### config.mk
export PLATFORM = sky130hd
export DESIGN_NAME = pll_lock_detect
export DESIGN_NICKNAME = d
export VERILOG_FILES = /design/src/rtl/pll_ld_pkg.sv /design/src/rtl/pll_ld_edge_sync.sv /design/src/rtl/pll_ld_phase_meter.sv /design/src/rtl/pll_ld_lock_fsm.sv /design/src/rtl/pll_lock_detect.sv
export SDC_FILE = /design/constraint.sdc
export NUM_CORES = 1
export LEC_CHECK = 0
export ABC_AREA = 1
export BUFFER_PORTS_ARGS = -buffer_cell sky130_fd_sc_hd__buf_2
export CORE_UTILIZATION = 40
export DETAILED_ROUTE_END_ITERATION = 7
export HOLD_SLACK_MARGIN = 0.15
export SYNTH_ARGS = -nofsm -noshare
export SYNTH_HDL_FRONTEND = slang
export SYNTH_SLANG_ARGS = --single-unit
### constraint.sdc
create_clock -name clk -period 1.8 [get_ports clk]
set_input_delay 0.36 -clock clk [delete_from_list [all_inputs] [get_ports clk]]
set_output_delay 0.36 -clock clk [all_outputs]
set_load 0.02 [all_outputs]
### src/rtl/pll_ld_pkg.sv
package pll_ld_pkg;

    // Phase meter states
    typedef enum logic [1:0] {
        MS_IDLE     = 2'd0,
        MS_REF_LEAD = 2'd1,
        MS_FB_LEAD  = 2'd2
    } meas_state_e;

    // Lock qualifier states
    typedef enum logic {
        LS_HUNT   = 1'b0,
        LS_LOCKED = 1'b1
    } lock_state_e;

    // Channel indices for the synchronized edge vector
    localparam int CH_REF = 0;
    localparam int CH_FB  = 1;
    localparam int N_CH   = 2;

endpackage

### src/rtl/pll_ld_edge_sync.sv
module pll_ld_edge_sync #(
    parameter int STAGES = 2
) (
    input  logic clk,
    input  logic rst_n,
    input  logic pulse_in,
    output logic rise_o
);
    logic [STAGES-1:0] sync_q;
    logic              prev_q;

    generate
        if (STAGES == 1) begin : g_one
            always_ff @(posedge clk or negedge rst_n) begin
                if (!rst_n) sync_q <= '0;
                else        sync_q <= pulse_in;
            end
        end else begin : g_chain
            always_ff @(posedge clk or negedge rst_n) begin
                if (!rst_n) sync_q <= '0;
                else        sync_q <= {sync_q[STAGES-2:0], pulse_in};
            end
        end
    endgenerate

    always_ff @(posedge clk or negedge rst_n) begin
        if (!rst_n) prev_q <= 1'b0;
        else        prev_q <= sync_q[STAGES-1];
    end

    assign rise_o = sync_q[STAGES-1] & ~prev_q;
endmodule

### src/rtl/pll_ld_phase_meter.sv
module pll_ld_phase_meter
    import pll_ld_pkg::*;
#(
    parameter int TIMEOUT_CNT = 64,
    localparam int CNT_W      = $clog2(TIMEOUT_CNT + 1)
) (
    input  logic             clk,
    input  logic             rst_n,
    input  logic             ref_rise,
    input  logic             fb_rise,
    output logic             res_valid,
    output logic             res_overrun,
    output logic [CNT_W-1:0] res_err
);
    meas_state_e      state_q, state_n;
    logic [CNT_W-1:0] cnt_q, cnt_n;
    logic             lead_rise, lag_rise;

    // Edge roles depend on which input opened the comparison
    always_comb begin
        lead_rise = 1'b0;
        lag_rise  = 1'b0;
        unique case (state_q)
            MS_REF_LEAD: begin lead_rise = ref_rise; lag_rise = fb_rise;  end
            MS_FB_LEAD:  begin lead_rise = fb_rise;  lag_rise = ref_rise; end
            default:     begin lead_rise = 1'b0;     lag_rise = 1'b0;     end
        endcase
    end

    // State register
    always_ff @(posedge clk or negedge rst_n) begin
        if (!rst_n) begin
            state_q <= MS_IDLE;
            cnt_q   <= '0;
        end else begin
            state_q <= state_n;
            cnt_q   <= cnt_n;
        end
    end

    // Next state and result outputs
    always_comb begin
        state_n     = state_q;
        cnt_n       = cnt_q;
        res_valid   = 1'b0;
        res_overrun = 1'b0;
        res_err     = cnt_q;
        unique case (state_q)
            MS_IDLE: begin
                if (ref_rise && fb_rise) begin          // coincident
                    res_valid = 1'b1;
                    res_err   = '0;
                end else if (ref_rise) begin            // start, reference first
                    state_n = MS_REF_LEAD;
                    cnt_n   = CNT_W'(1);
                end else if (fb_rise) begin             // start, feedback first
                    state_n = MS_FB_LEAD;
                    cnt_n   = CNT_W'(1);
                end
            end
            MS_REF_LEAD, MS_FB_LEAD: begin
                if (lag_rise) begin                     // close
                    res_valid = 1'b1;
                    res_err   = cnt_q;
                    state_n   = MS_IDLE;
                    cnt_n     = '0;
                end else if (lead_rise) begin           // slip
                    res_valid   = 1'b1;
                    res_overrun = 1'b1;
                    state_n     = MS_IDLE;
                    cnt_n       = '0;
                end else if (cnt_q == CNT_W'(TIMEOUT_CNT)) begin // expire
                    res_valid   = 1'b1;
                    res_overrun = 1'b1;
                    state_n     = MS_IDLE;
                    cnt_n       = '0;
                end else begin
                    cnt_n = cnt_q + CNT_W'(1);
                end
            end
            default: begin
                state_n = MS_IDLE;
                cnt_n   = '0;
            end
        endcase
    end
endmodule

### src/rtl/pll_ld_lock_fsm.sv
module pll_ld_lock_fsm
    import pll_ld_pkg::*;
#(
    parameter int SET_CNT     = 3,
    parameter int CLR_CNT     = 5,
    parameter int LOW_RUN     = 3,
    parameter int HIGH_RUN    = 5,
    parameter int CNT_W       = 7,
    localparam int MAX_RUN    = (HIGH_RUN > LOW_RUN) ? HIGH_RUN : LOW_RUN,
    localparam int RUN_W      = $clog2(MAX_RUN + 1)
) (
    input  logic             clk,
    input  logic             rst_n,
    input  logic             prec_sel,
    input  logic             res_valid,
    input  logic             res_overrun,
    input  logic [CNT_W-1:0] res_err,
    output logic             lock_o
);
    lock_state_e      state_q, state_n;
    logic [RUN_W-1:0] run_q, run_n;
    logic [RUN_W-1:0] need;
    logic             qualify, breach;

    assign need    = prec_sel ? RUN_W'(HIGH_RUN) : RUN_W'(LOW_RUN);
    assign qualify = !res_overrun && (res_err < CNT_W'(SET_CNT));
    assign breach  = res_overrun  || (res_err > CNT_W'(CLR_CNT));

    // State register
    always_ff @(posedge clk or negedge rst_n) begin
        if (!rst_n) begin
            state_q <= LS_HUNT;
            run_q   <= '0;
        end else begin
            state_q <= state_n;
            run_q   <= run_n;
        end
    end

    // Transitions
    always_comb begin
        state_n = state_q;
        run_n   = run_q;
        unique case (state_q)
            LS_HUNT: begin
                if (res_valid) begin
                    if (qualify) begin
                        if ((run_q + RUN_W'(1)) >= need) begin   // acquire
                            state_n = LS_LOCKED;
                            run_n   = '0;
                        end else begin
                            run_n = run_q + RUN_W'(1);
                        end
                    end else begin                               // restart
                        run_n = '0;
                    end
                end
            end
            LS_LOCKED: begin
                if (res_valid && breach) begin                   // drop
                    state_n = LS_HUNT;
                    run_n   = '0;
                end
            end
            default: begin
                state_n = LS_HUNT;
                run_n   = '0;
            end
        endcase
    end

    // Output register
    always_ff @(posedge clk or negedge rst_n) begin
        if (!rst_n) lock_o <= 1'b0;
        else        lock_o <= (state_n == LS_LOCKED);
    end
endmodule

### src/rtl/pll_lock_detect.sv
module pll_lock_detect
    import pll_ld_pkg::*;
#(
    parameter int SET_CNT     = 3,
    parameter int CLR_CNT     = 5,
    parameter int TIMEOUT_CNT = 64,
    parameter int LOW_RUN     = 3,
    parameter int HIGH_RUN    = 5,
    parameter int SYNC_STAGES = 2,
    localparam int CNT_W      = $clog2(TIMEOUT_CNT + 1)
) (
    input  logic clk,
    input  logic rst_n,
    input  logic ref_pulse,
    input  logic fb_pulse,
    input  logic prec_sel,
    output logic lock_o
);
    logic [N_CH-1:0]  pulse_vec;
    logic [N_CH-1:0]  rise_vec;
    logic             res_valid;
    logic             res_overrun;
    logic [CNT_W-1:0] res_err;

    assign pulse_vec[CH_REF] = ref_pulse;
    assign pulse_vec[CH_FB]  = fb_pulse;

    generate
        for (genvar ch = 0; ch < N_CH; ch++) begin : g_sync
            pll_ld_edge_sync #(.STAGES(SYNC_STAGES)) u_sync (
                .clk      (clk),
                .rst_n    (rst_n),
                .pulse_in (pulse_vec[ch]),
                .rise_o   (rise_vec[ch])
            );
        end
    endgenerate

    pll_ld_phase_meter #(.TIMEOUT_CNT(TIMEOUT_CNT)) u_meter (
        .clk         (clk),
        .rst_n       (rst_n),
        .ref_rise    (rise_vec[CH_REF]),
        .fb_rise     (rise_vec[CH_FB]),
        .res_valid   (res_valid),
        .res_overrun (res_overrun),
        .res_err     (res_err)
    );

    pll_ld_lock_fsm #(
        .SET_CNT  (SET_CNT),
        .CLR_CNT  (CLR_CNT),
        .LOW_RUN  (LOW_RUN),
        .HIGH_RUN (HIGH_RUN),
        .CNT_W    (CNT_W)
    ) u_lock (
        .clk         (clk),
        .rst_n       (rst_n),
        .prec_sel    (prec_sel),
        .res_valid   (res_valid),
        .res_overrun (res_overrun),
        .res_err     (res_err),
        .lock_o      (lock_o)
    );
endmodule

==> impl_table.tex, run 1 <==
\begin{tabular}{lr}
\hline
Metric & Value \\
\hline
\multicolumn{2}{l}{\textbf{Global route}} \\
Number of global-route vias before repair & 954 \\
Global-route wire length before repair & 3.95 mm \\
Initial antenna violation count & 0 \\
Pin count of the biggest net entering global routing & 20 \\
Overflow after GRT & 0 \\
Gr usage total & 0.155 \\
\multicolumn{2}{l}{\textbf{Detailed routing}} \\
Iteration count of the initial detailed-routing pass & 4 \\
Routed length on met2 & 1.06 mm \\
Initial DRC Count & 18 \\
DR DRC count & 0 \\
Total met3 wirelength after detailed routing & 48 µm \\
Routed WL & 2.37 mm \\
Via count normalized by instance count & 5.09 \\
Vias & 982 \\
WL met1 & 1.21 mm \\
Remaining antenna violation count after routing & 0 \\
Highest metal layer with signal wires & met4 \\
Detailed-route wire length per cell & 12.3 µm \\
\multicolumn{2}{l}{\textbf{Floorplanning}} \\
DIE HEIGHT & 57.9 µm \\
Top-Level Pins & 6 \\
Area of the core & 0.00285 mm² \\
Overall die area & 0.00335 mm² \\
Horizontal die dimension & 57.9 µm \\
Starting utilization of the core area & 0.438 \\
Core Rows & 19 \\
\multicolumn{2}{l}{\textbf{Worst setup path}} \\
RR Startpoint & u\_lock.run\_q[0]\$\_DFFE\_PN0P\_ \\
Worst setup startpoint & u\_lock.run\_q[0]\$\_DFFE\_PN0P\_ \\
Worst endpoint data arrival time & 2.09 ns \\
Critical Path Source Type & register \\
Number of cells on the worst reg-to-reg path & 10 \\
Element type at the critical path end & register \\
Max Fanout on Critical Path & 3 \\
Class of the most critical setup path & reg2reg \\
Critical path data required time & 2.04 ns \\
\multicolumn{2}{l}{\textbf{STA}} \\
Post-layout minimum cycle time & 1.84 ns \\
Final worst path period share & 1.02 \\
Setup repair after global routing missed its margin & true \\
Number of setup violations in the final report & 3 \\
Max Clk Rate & 542 MHz \\
Final-layout setup total negative slack & -0.103 ns \\
Final slew viol count & 0 \\
Transition time at the pin with the least slew margin & 0.456 ns \\
Worst slew slack as a fraction of its limit & 0.696 \\
Worst Clk Skew & 0.0108 ns \\
Least setup slack across all paths after layout & -0.0434 ns \\
Number of hold-slack violations in the final timing report & 0 \\
Min Hold Slack & 0.372 ns \\
\multicolumn{2}{l}{\textbf{Yosys}} \\
EDFF count, synth & 0 \\
Netlist area before placement & 0.00125 mm² \\
Mean Syn Cell Area & 8.68 µm² \\
Share of the synthesized area in compound gates (AO/OA/AOI/OAI) & 0.107 \\
Fraction of synthesized area in multiplexers & 0 \\
Cell type with the largest total area after synthesis & dfrtp\_1 \\
Simple logic cell fraction of the synthesized area & 0.335 \\
Area fraction of the dominant cell type after synthesis & 0.380 \\
Distinct cell type count after synthesis & 25 \\
Number of warnings printed during yosys synthesis & 0 \\
Top post-synthesis cells by area & dfrtp\_1 (38\%), ha\_1 (9.0\%), nand2\_1 (8.4\%) \\
Share of flip-flops with an asynchronous set or reset & 1.00 \\
Library cell with the highest instance count after synthesis & nand2\_1 \\
Sequential element share of the synthesized area & 0.380 \\
Post-synthesis xor/xnor area fraction & 0.0280 \\
Combinational family with the most area after synthesis & simple AND/OR/NAND/NOR gates \\
Nets in the synthesized netlist & 158 \\
Adder-cell area share of the yosys netlist & 0.0901 \\
Top cells by instance count after synthesis & nand2\_1 (28), dfrtp\_1 (19), nand3\_1 (12) \\
Count of state elements after synthesis & 19 \\
Cell count after synthesis & 144 \\
Primary FF master, synth & dfrtp\_1 \\
\multicolumn{2}{l}{\textbf{Placed design}} \\
Global placer's final weighted congestion & 0.774 \\
Port Buf Inserts & 5 \\
HPWL after detailed placement & 1.80 mm \\
Dpl cells & 182 \\
\multicolumn{2}{l}{\textbf{Final layout}} \\
Final-layout fill cell count & 270 \\
Number of diodes added for antenna fixing & 0 \\
Post-layout nets & 177 \\
Fraction of the core area covered by cells at the end of the flow & 0.505 \\
Number of non-filler instances in the completed layout & 193 \\
Share of cells above drive strength 1 & 0.370 \\
Area growth, synth to finish & 15.3\% \\
\multicolumn{2}{l}{\textbf{Worst hold path}} \\
Cell depth of the worst hold path & 0 \\
Path category of the worst min-delay check & reg2reg \\
Critical hold path startpoint & g\_sync[0].u\_sync.sync\_q[0]\$\_DFF\_PN0\_ \\
\multicolumn{2}{l}{\textbf{Clocking}} \\
Total number of clock tree sinks & 19 \\
H-tree levels & 1 \\
TritonCTS Buffers & 3 \\
Clock input transition at the sequential cells of the worst setup and hold paths & 0.12 ns \\
Maximum count of clock buffers along a single path & 2 \\
TritonCTS clock tree & built \\
Later-pin clock latency in the skew report & 0.30 ns \\
Clock Root Buffer & clkbuf\_4 \\
\multicolumn{2}{l}{\textbf{Run status}} \\
Violated checks & setup timing \\
Run status & complete, but fails checks \\
\multicolumn{2}{l}{\textbf{Power}} \\
Worst ir drop on vdd & 0.727 mV \\
Static Leak & 0.000690 µW \\
Power per unit of standard cell area & 1450 mW/mm² \\
\multicolumn{2}{l}{\textbf{Flow run}} \\
Count of max-cap constraint violations & 0 \\
\hline
\end{tabular}
routing by layer:
layer | global-route usage | vias up
met3 | 0.0201 | 4
met5 | 0 | -
met2 | 0.250 | 12
met4 | 0.0782 | 0
li1 | - | 500
met1 | 0.207 | 466
cell type report:
type / instances / area (µm²) / share of cell area
timing repair buffer: 14 / 100 / 0.0694
clock inverter: 1 / 7.51 / 0.00521
clock buffer: 3 / 22.5 / 0.0156
tap: 31 / 38.8 / 0.0269
sequential: 19 / 475 / 0.330
inverter: 19 / 73.8 / 0.0512
multi-input combinational: 106 / 723 / 0.502
registers in the layout, summed over array words and instances (netlist names):
| register | flops |
|---|---|
| g_sync.u_sync.prev_q | 2 |
| g_sync.u_sync.sync_q | 4 |
| u_lock.run_q | 3 |
| u_meter.cnt_q | 7 |
| u_lock.state_q | 1 |
| u_meter.state_q | 2 |
cells in the final DEF (no fill, tap or decap):
cell type      instances
inv_4                  1
inv_2                  7
o21ai_1                2
a21oi_2                2
o22ai_2                2
nand3_4                1
clkbuf_4               3
inv_1                 11
nand2_4                2
o22ai_1                1
o21ai_4                1
buf_4                  6
clkinvlp_4             1
xor2_1                 3
ha_1                   8
xor2_2                 1
nand3_1               12
o21ai_0                2
nand2_2                9
a21oi_1                1
ha_2                   1
nor2_2                 4
o21ai_2                5
nand2_1               28
nand4_1                1
nor2_4                 2
dfrtp_1               19
nor2_1                11
buf_2                  5
dlygate4sd3_1          3
a211oi_2               1
nand3_2                5
nand4_2                1
worst max-delay path, cell delays in order (launching register included):
cell and delay [ns]:
dfrtp_1 0.41, ha_2 0.20, xor2_2 0.15, ha_1 0.31, nand2_1 0.08, nor2_1 0.04
a211oi_2 0.20, nand3_2 0.14, nor2_4 0.12, nand2_1 0.07, nand2_1 0.06
repair_timing:
item	4_1_cts	5_1_grt
endpoints found under the hold margin	21	0
hold buffers	3	0
setup endpoints to repair	3	6
gates cloned	0	0
pin swaps	3	4
buffers inserted	2	2
resized for setup	2	1
per-stage QoR:
stage | total power [µW] | worst slack (ns) | area [µm²]
global route | 2270 | -0.141 | 1440
finish | 2090 | -0.0434 | 1440
detailed placement | 1710 | -0.0611 | 1330
CTS | 2040 | -0.0491 | 1420
global placement | 1680 | 0.0587 | 1330
floorplan | 1480 | 0.0689 | 1250
power by group:
| part | switching, µW | internal (µW) | total [µW] |
|---|---|---|---|
| clock network | 142 | 84.6 | 227 |
| registers | 92.6 | 526 | 619 |
| logic | 720 | 529 | 1250 |
| total | 955 | 1140 | 2090 |
path summary, 6_finish.rpt:
| path | slack (ns) | to |
|---|---|---|
| max in group asynchronous | 0.96 | u_lock.run_q[2]$_DFFE_PN0P_ |
| max | -0.04 | u_lock.run_q[2]$_DFFE_PN0P_ |
| min in group asynchronous | 0.52 | u_meter.cnt_q[3]$_DFFE_PN0P_ |
| min | 0.37 | g_sync[0].u_sync.sync_q[1]$_DFF_PN0_ |
| max reg2reg | -0.04 | u_lock.run_q[2]$_DFFE_PN0P_ |
| min reg2reg | 0.37 | g_sync[0].u_sync.sync_q[1]$_DFF_PN0_ |
kinds of logic after synthesis:
logic type	Yosys count
AO/OA/AOI/OAI	17
XOR/XNOR	4
buffers and inverters	19
adder cells (fa/ha/maj)	9
AND/OR/NAND/NOR	76
flip-flops	19
Note: power is estimated with default switching activity, not from simulation.
==> run 2: changes to the inputs <==
- ABC_AREA: 1 -> 0
==> run 2 against run 1 <==
Effect of this change:
- the flow still finishes with violations (setup timing)
- count of clock-buffer cells in the layout up 1
- synthesized cell count decreased by 24%
- area after synthesis shrank 9.8%
- utilization grew 7.4 points
- via count fell by 7.6%
- cell count down 11%
- register-to-register slack is essentially flat
- cell area up 3.1%
- clock skew decreased by 0.0043 ns
==> impl_table.tex, run 2 <==
\begin{tabular}{lr}
\hline
Metric & Value \\
\hline
\multicolumn{2}{l}{\textbf{Clocking}} \\
H-tree levels & 1 \\
Clock input transition at the sequential cells of the worst setup and hold paths & 0.11 ns \\
Total number of clock tree sinks & 19 \\
Maximum count of clock buffers along a single path & 2 \\
TritonCTS clock tree & built \\
TritonCTS Buffers & 3 \\
Later-pin clock latency in the skew report & 0.30 ns \\
Clock Root Buffer & clkbuf\_4 \\
\multicolumn{2}{l}{\textbf{Flow run}} \\
Count of max-cap constraint violations & 0 \\
\multicolumn{2}{l}{\textbf{Floorplanning}} \\
Horizontal die dimension & 55.1 µm \\
DIE HEIGHT & 55.1 µm \\
Area of the core & 0.00257 mm² \\
Overall die area & 0.00303 mm² \\
Starting utilization of the core area & 0.439 \\
Core Rows & 18 \\
Top-Level Pins & 6 \\
\multicolumn{2}{l}{\textbf{Run status}} \\
Run status & complete, but fails checks \\
Violated checks & setup timing \\
\multicolumn{2}{l}{\textbf{Global route}} \\
Initial antenna violation count & 0 \\
Gr usage total & 0.171 \\
Overflow after GRT & 0 \\
Pin count of the biggest net entering global routing & 20 \\
Number of global-route vias before repair & 824 \\
Global-route wire length before repair & 3.62 mm \\
\multicolumn{2}{l}{\textbf{Yosys}} \\
Post-synthesis xor/xnor area fraction & 0.00777 \\
Primary FF master, synth & dfrtp\_1 \\
Cell count after synthesis & 109 \\
Mean Syn Cell Area & 10.3 µm² \\
Netlist area before placement & 0.00113 mm² \\
Share of flip-flops with an asynchronous set or reset & 1.00 \\
Nets in the synthesized netlist & 123 \\
Share of the synthesized area in compound gates (AO/OA/AOI/OAI) & 0.194 \\
EDFF count, synth & 0 \\
Distinct cell type count after synthesis & 39 \\
Library cell with the highest instance count after synthesis & dfrtp\_1 \\
Top cells by instance count after synthesis & dfrtp\_1 (19), o21ai\_0 (10), ha\_1 (9) \\
Combinational family with the most area after synthesis & simple AND/OR/NAND/NOR gates \\
Simple logic cell fraction of the synthesized area & 0.224 \\
Adder-cell area share of the yosys netlist & 0.0999 \\
Top post-synthesis cells by area & dfrtp\_1 (42\%), ha\_1 (10\%), o21ai\_0 (4.4\%) \\
Fraction of synthesized area in multiplexers & 0.0189 \\
Area fraction of the dominant cell type after synthesis & 0.422 \\
Number of warnings printed during yosys synthesis & 0 \\
Sequential element share of the synthesized area & 0.422 \\
Cell type with the largest total area after synthesis & dfrtp\_1 \\
Count of state elements after synthesis & 19 \\
\multicolumn{2}{l}{\textbf{Worst setup path}} \\
Most used cell, CP & ha\_1 \\
CP cell instances & ha\_1 > ha\_1 > nor2b\_4 > o21ai\_1 > nand2b\_1 > a211o\_1 > a21o\_1 > o21ai\_2 \\
Stage delay of the slowest cell on the critical path & 0.40 ns \\
Buffer and inverter count on the worst path & 0 \\
Worst endpoint data arrival time & 2.09 ns \\
Slowest cell on crit path & dfrtp\_1 \\
Critical Path Source Type & register \\
Critical path data required time & 2.04 ns \\
Class of the most critical setup path & reg2reg \\
Crit path max-delay family & compound AO/OA/AOI/OAI gates \\
Element type at the critical path end & register \\
Max Fanout on Critical Path & 3 \\
\multicolumn{2}{l}{\textbf{Detailed routing}} \\
Routed WL & 2.24 mm \\
DR DRC count & 0 \\
Vias & 907 \\
Initial DRC Count & 4 \\
Iteration count of the initial detailed-routing pass & 4 \\
Detailed-route wire length per cell & 13.1 µm \\
Remaining antenna violation count after routing & 0 \\
Via count normalized by instance count & 5.30 \\
\multicolumn{2}{l}{\textbf{STA}} \\
Worst Clk Skew & 0.00644 ns \\
Max Clk Rate & 539 MHz \\
Post-layout minimum cycle time & 1.85 ns \\
Number of hold-slack violations in the final timing report & 0 \\
Least setup slack across all paths after layout & -0.0538 ns \\
Number of setup violations in the final report & 3 \\
Final slew viol count & 0 \\
Final-layout setup total negative slack & -0.0724 ns \\
Min Hold Slack & 0.361 ns \\
Setup repair after global routing missed its margin & true \\
Worst slew slack as a fraction of its limit & 0.715 \\
Final worst path period share & 1.03 \\
Transition time at the pin with the least slew margin & 0.428 ns \\
\multicolumn{2}{l}{\textbf{Power}} \\
Worst ir drop on vdd & 0.968 mV \\
Internal power & 1240 µW \\
Comb power frac & 0.604 \\
Sequential fraction of design power & 0.289 \\
NetSw & 789 µW \\
Power per unit of standard cell area & 1360 mW/mm² \\
Static Leak & 0.000724 µW \\
Clock network fraction of total power & 0.107 \\
Fraction of power spent switching nets & 0.389 \\
\multicolumn{2}{l}{\textbf{Worst hold path}} \\
Path category of the worst min-delay check & reg2reg \\
\multicolumn{2}{l}{\textbf{Final layout}} \\
Largest register by flop count & u\_meter.cnt\_q \\
Biggest registers after layout & u\_meter.cnt\_q (7), g\_sync.u\_sync.sync\_q (4), u\_lock.run\_q (3) \\
Largest register FFs & 7 \\
Share of cells above drive strength 1 & 0.362 \\
Post-layout nets & 156 \\
Most used cells in the layout excluding fill and tap cells & dfrtp\_1 (18), buf\_4 (18), nand2\_1 (8) \\
Area growth, synth to finish & 31.9\% \\
Fraction of the core area covered by cells at the end of the flow & 0.579 \\
Number of diodes added for antenna fixing & 0 \\
\multicolumn{2}{l}{\textbf{Placed design}} \\
HPWL after detailed placement & 1.56 mm \\
Minimum setup slack after placement & -0.0783 ns \\
Global placer's final weighted congestion & 0.800 \\
Port Buf Inserts & 5 \\
\hline
\end{tabular}
==> run 2: routing by layer <==
metal	global-route usage	wire length [µm]
met5	0	0
met4	0.0375	29
met3	0.0601	60
met2	0.267	1040
met1	0.227	1100
==> run 2: cell families after synthesis <==
family | Yosys count
fa+ha+maj | 9
xor+xnor | 1
buf+inv | 9
compound gates | 30
flops | 19
mux | 2
simple gates | 39
==> run 2: final timing paths <==
| check | cells past startpoint | from | slack [ns] | end |
|---|---|---|---|---|
| worst max-delay path | 8 | u_lock.run_q[1]$_DFFE_PN0P_ | -0.05 | u_lock.run_q[2]$_DFFE_PN0P_ |
| worst min-delay path | 0 | g_sync[1].u_sync.sync_q[0]$_DFF_PN0_ | 0.36 | g_sync[1].u_sync.sync_q[1]$_DFF_PN0_ |
| worst max register to register | 8 | u_lock.run_q[1]$_DFFE_PN0P_ | -0.05 | u_lock.run_q[2]$_DFFE_PN0P_ |
| worst min register to register | 0 | g_sync[1].u_sync.sync_q[0]$_DFF_PN0_ | 0.36 | g_sync[1].u_sync.sync_q[1]$_DFF_PN0_ |
| max in group asynchronous | 2 | rst_n | 0.97 | u_meter.cnt_q[4]$_DFFE_PN0P_ |
| min in group asynchronous | 2 | rst_n | 0.52 | u_meter.cnt_q[3]$_DFFE_PN0P_ |
==> run 2: through the flow <==
stage | std cells | power (µW) | instance area (µm²)
final | 171 | 2030 | 1490
after global routing | 171 | 2210 | 1490
after CTS | 166 | 1870 | 1390
after detailed placement | 157 | 1540 | 1290
after global placement | 157 | 1530 | 1290
after floorplan | 109 | 1210 | 1130
==> run 2: power groups by stage <==
| stage | registers [µW] | clock network (µW) | logic [µW] |
|---|---|---|---|
| 4_1_cts | 584 | 228 | 1060 |
| 3_5_place_dp | 596 | 0 | 942 |
| 3_3_place_gp | 592 | 0 | 939 |
| 6_report | 585 | 216 | 1220 |
| 5_1_grt | 601 | 241 | 1360 |
| 2_1_floorplan | 609 | 0 | 601 |
==> run 2: repair_timing <==
item	in CTS	in global routing
gates resized for setup	7	18
setup endpoints to repair	8	11
setup buffers	4	3
hold buffers	1	2
endpoints found under the hold margin	19	2
pin swaps	5	7
==> run 2: worst register-to-register path, delay by kind of cell, from the launching register on <==
family	cells	cell delay, ns
AND/OR/NAND/NOR	2	0.21
AO/OA/AOI/OAI	4	0.61
adder cells (fa/ha/maj)	2	0.59
flip-flops	1	0.40
==> run 2: final cells by class <==
type / count / area (µm²)
repair buffers: 29 / 224
multi-input cells: 81 / 692
fillers: 238 / 1080
clock buffers: 4 / 26.3
inverters: 8 / 30.0
well taps: 30 / 37.5
flip-flops and latches: 19 / 477
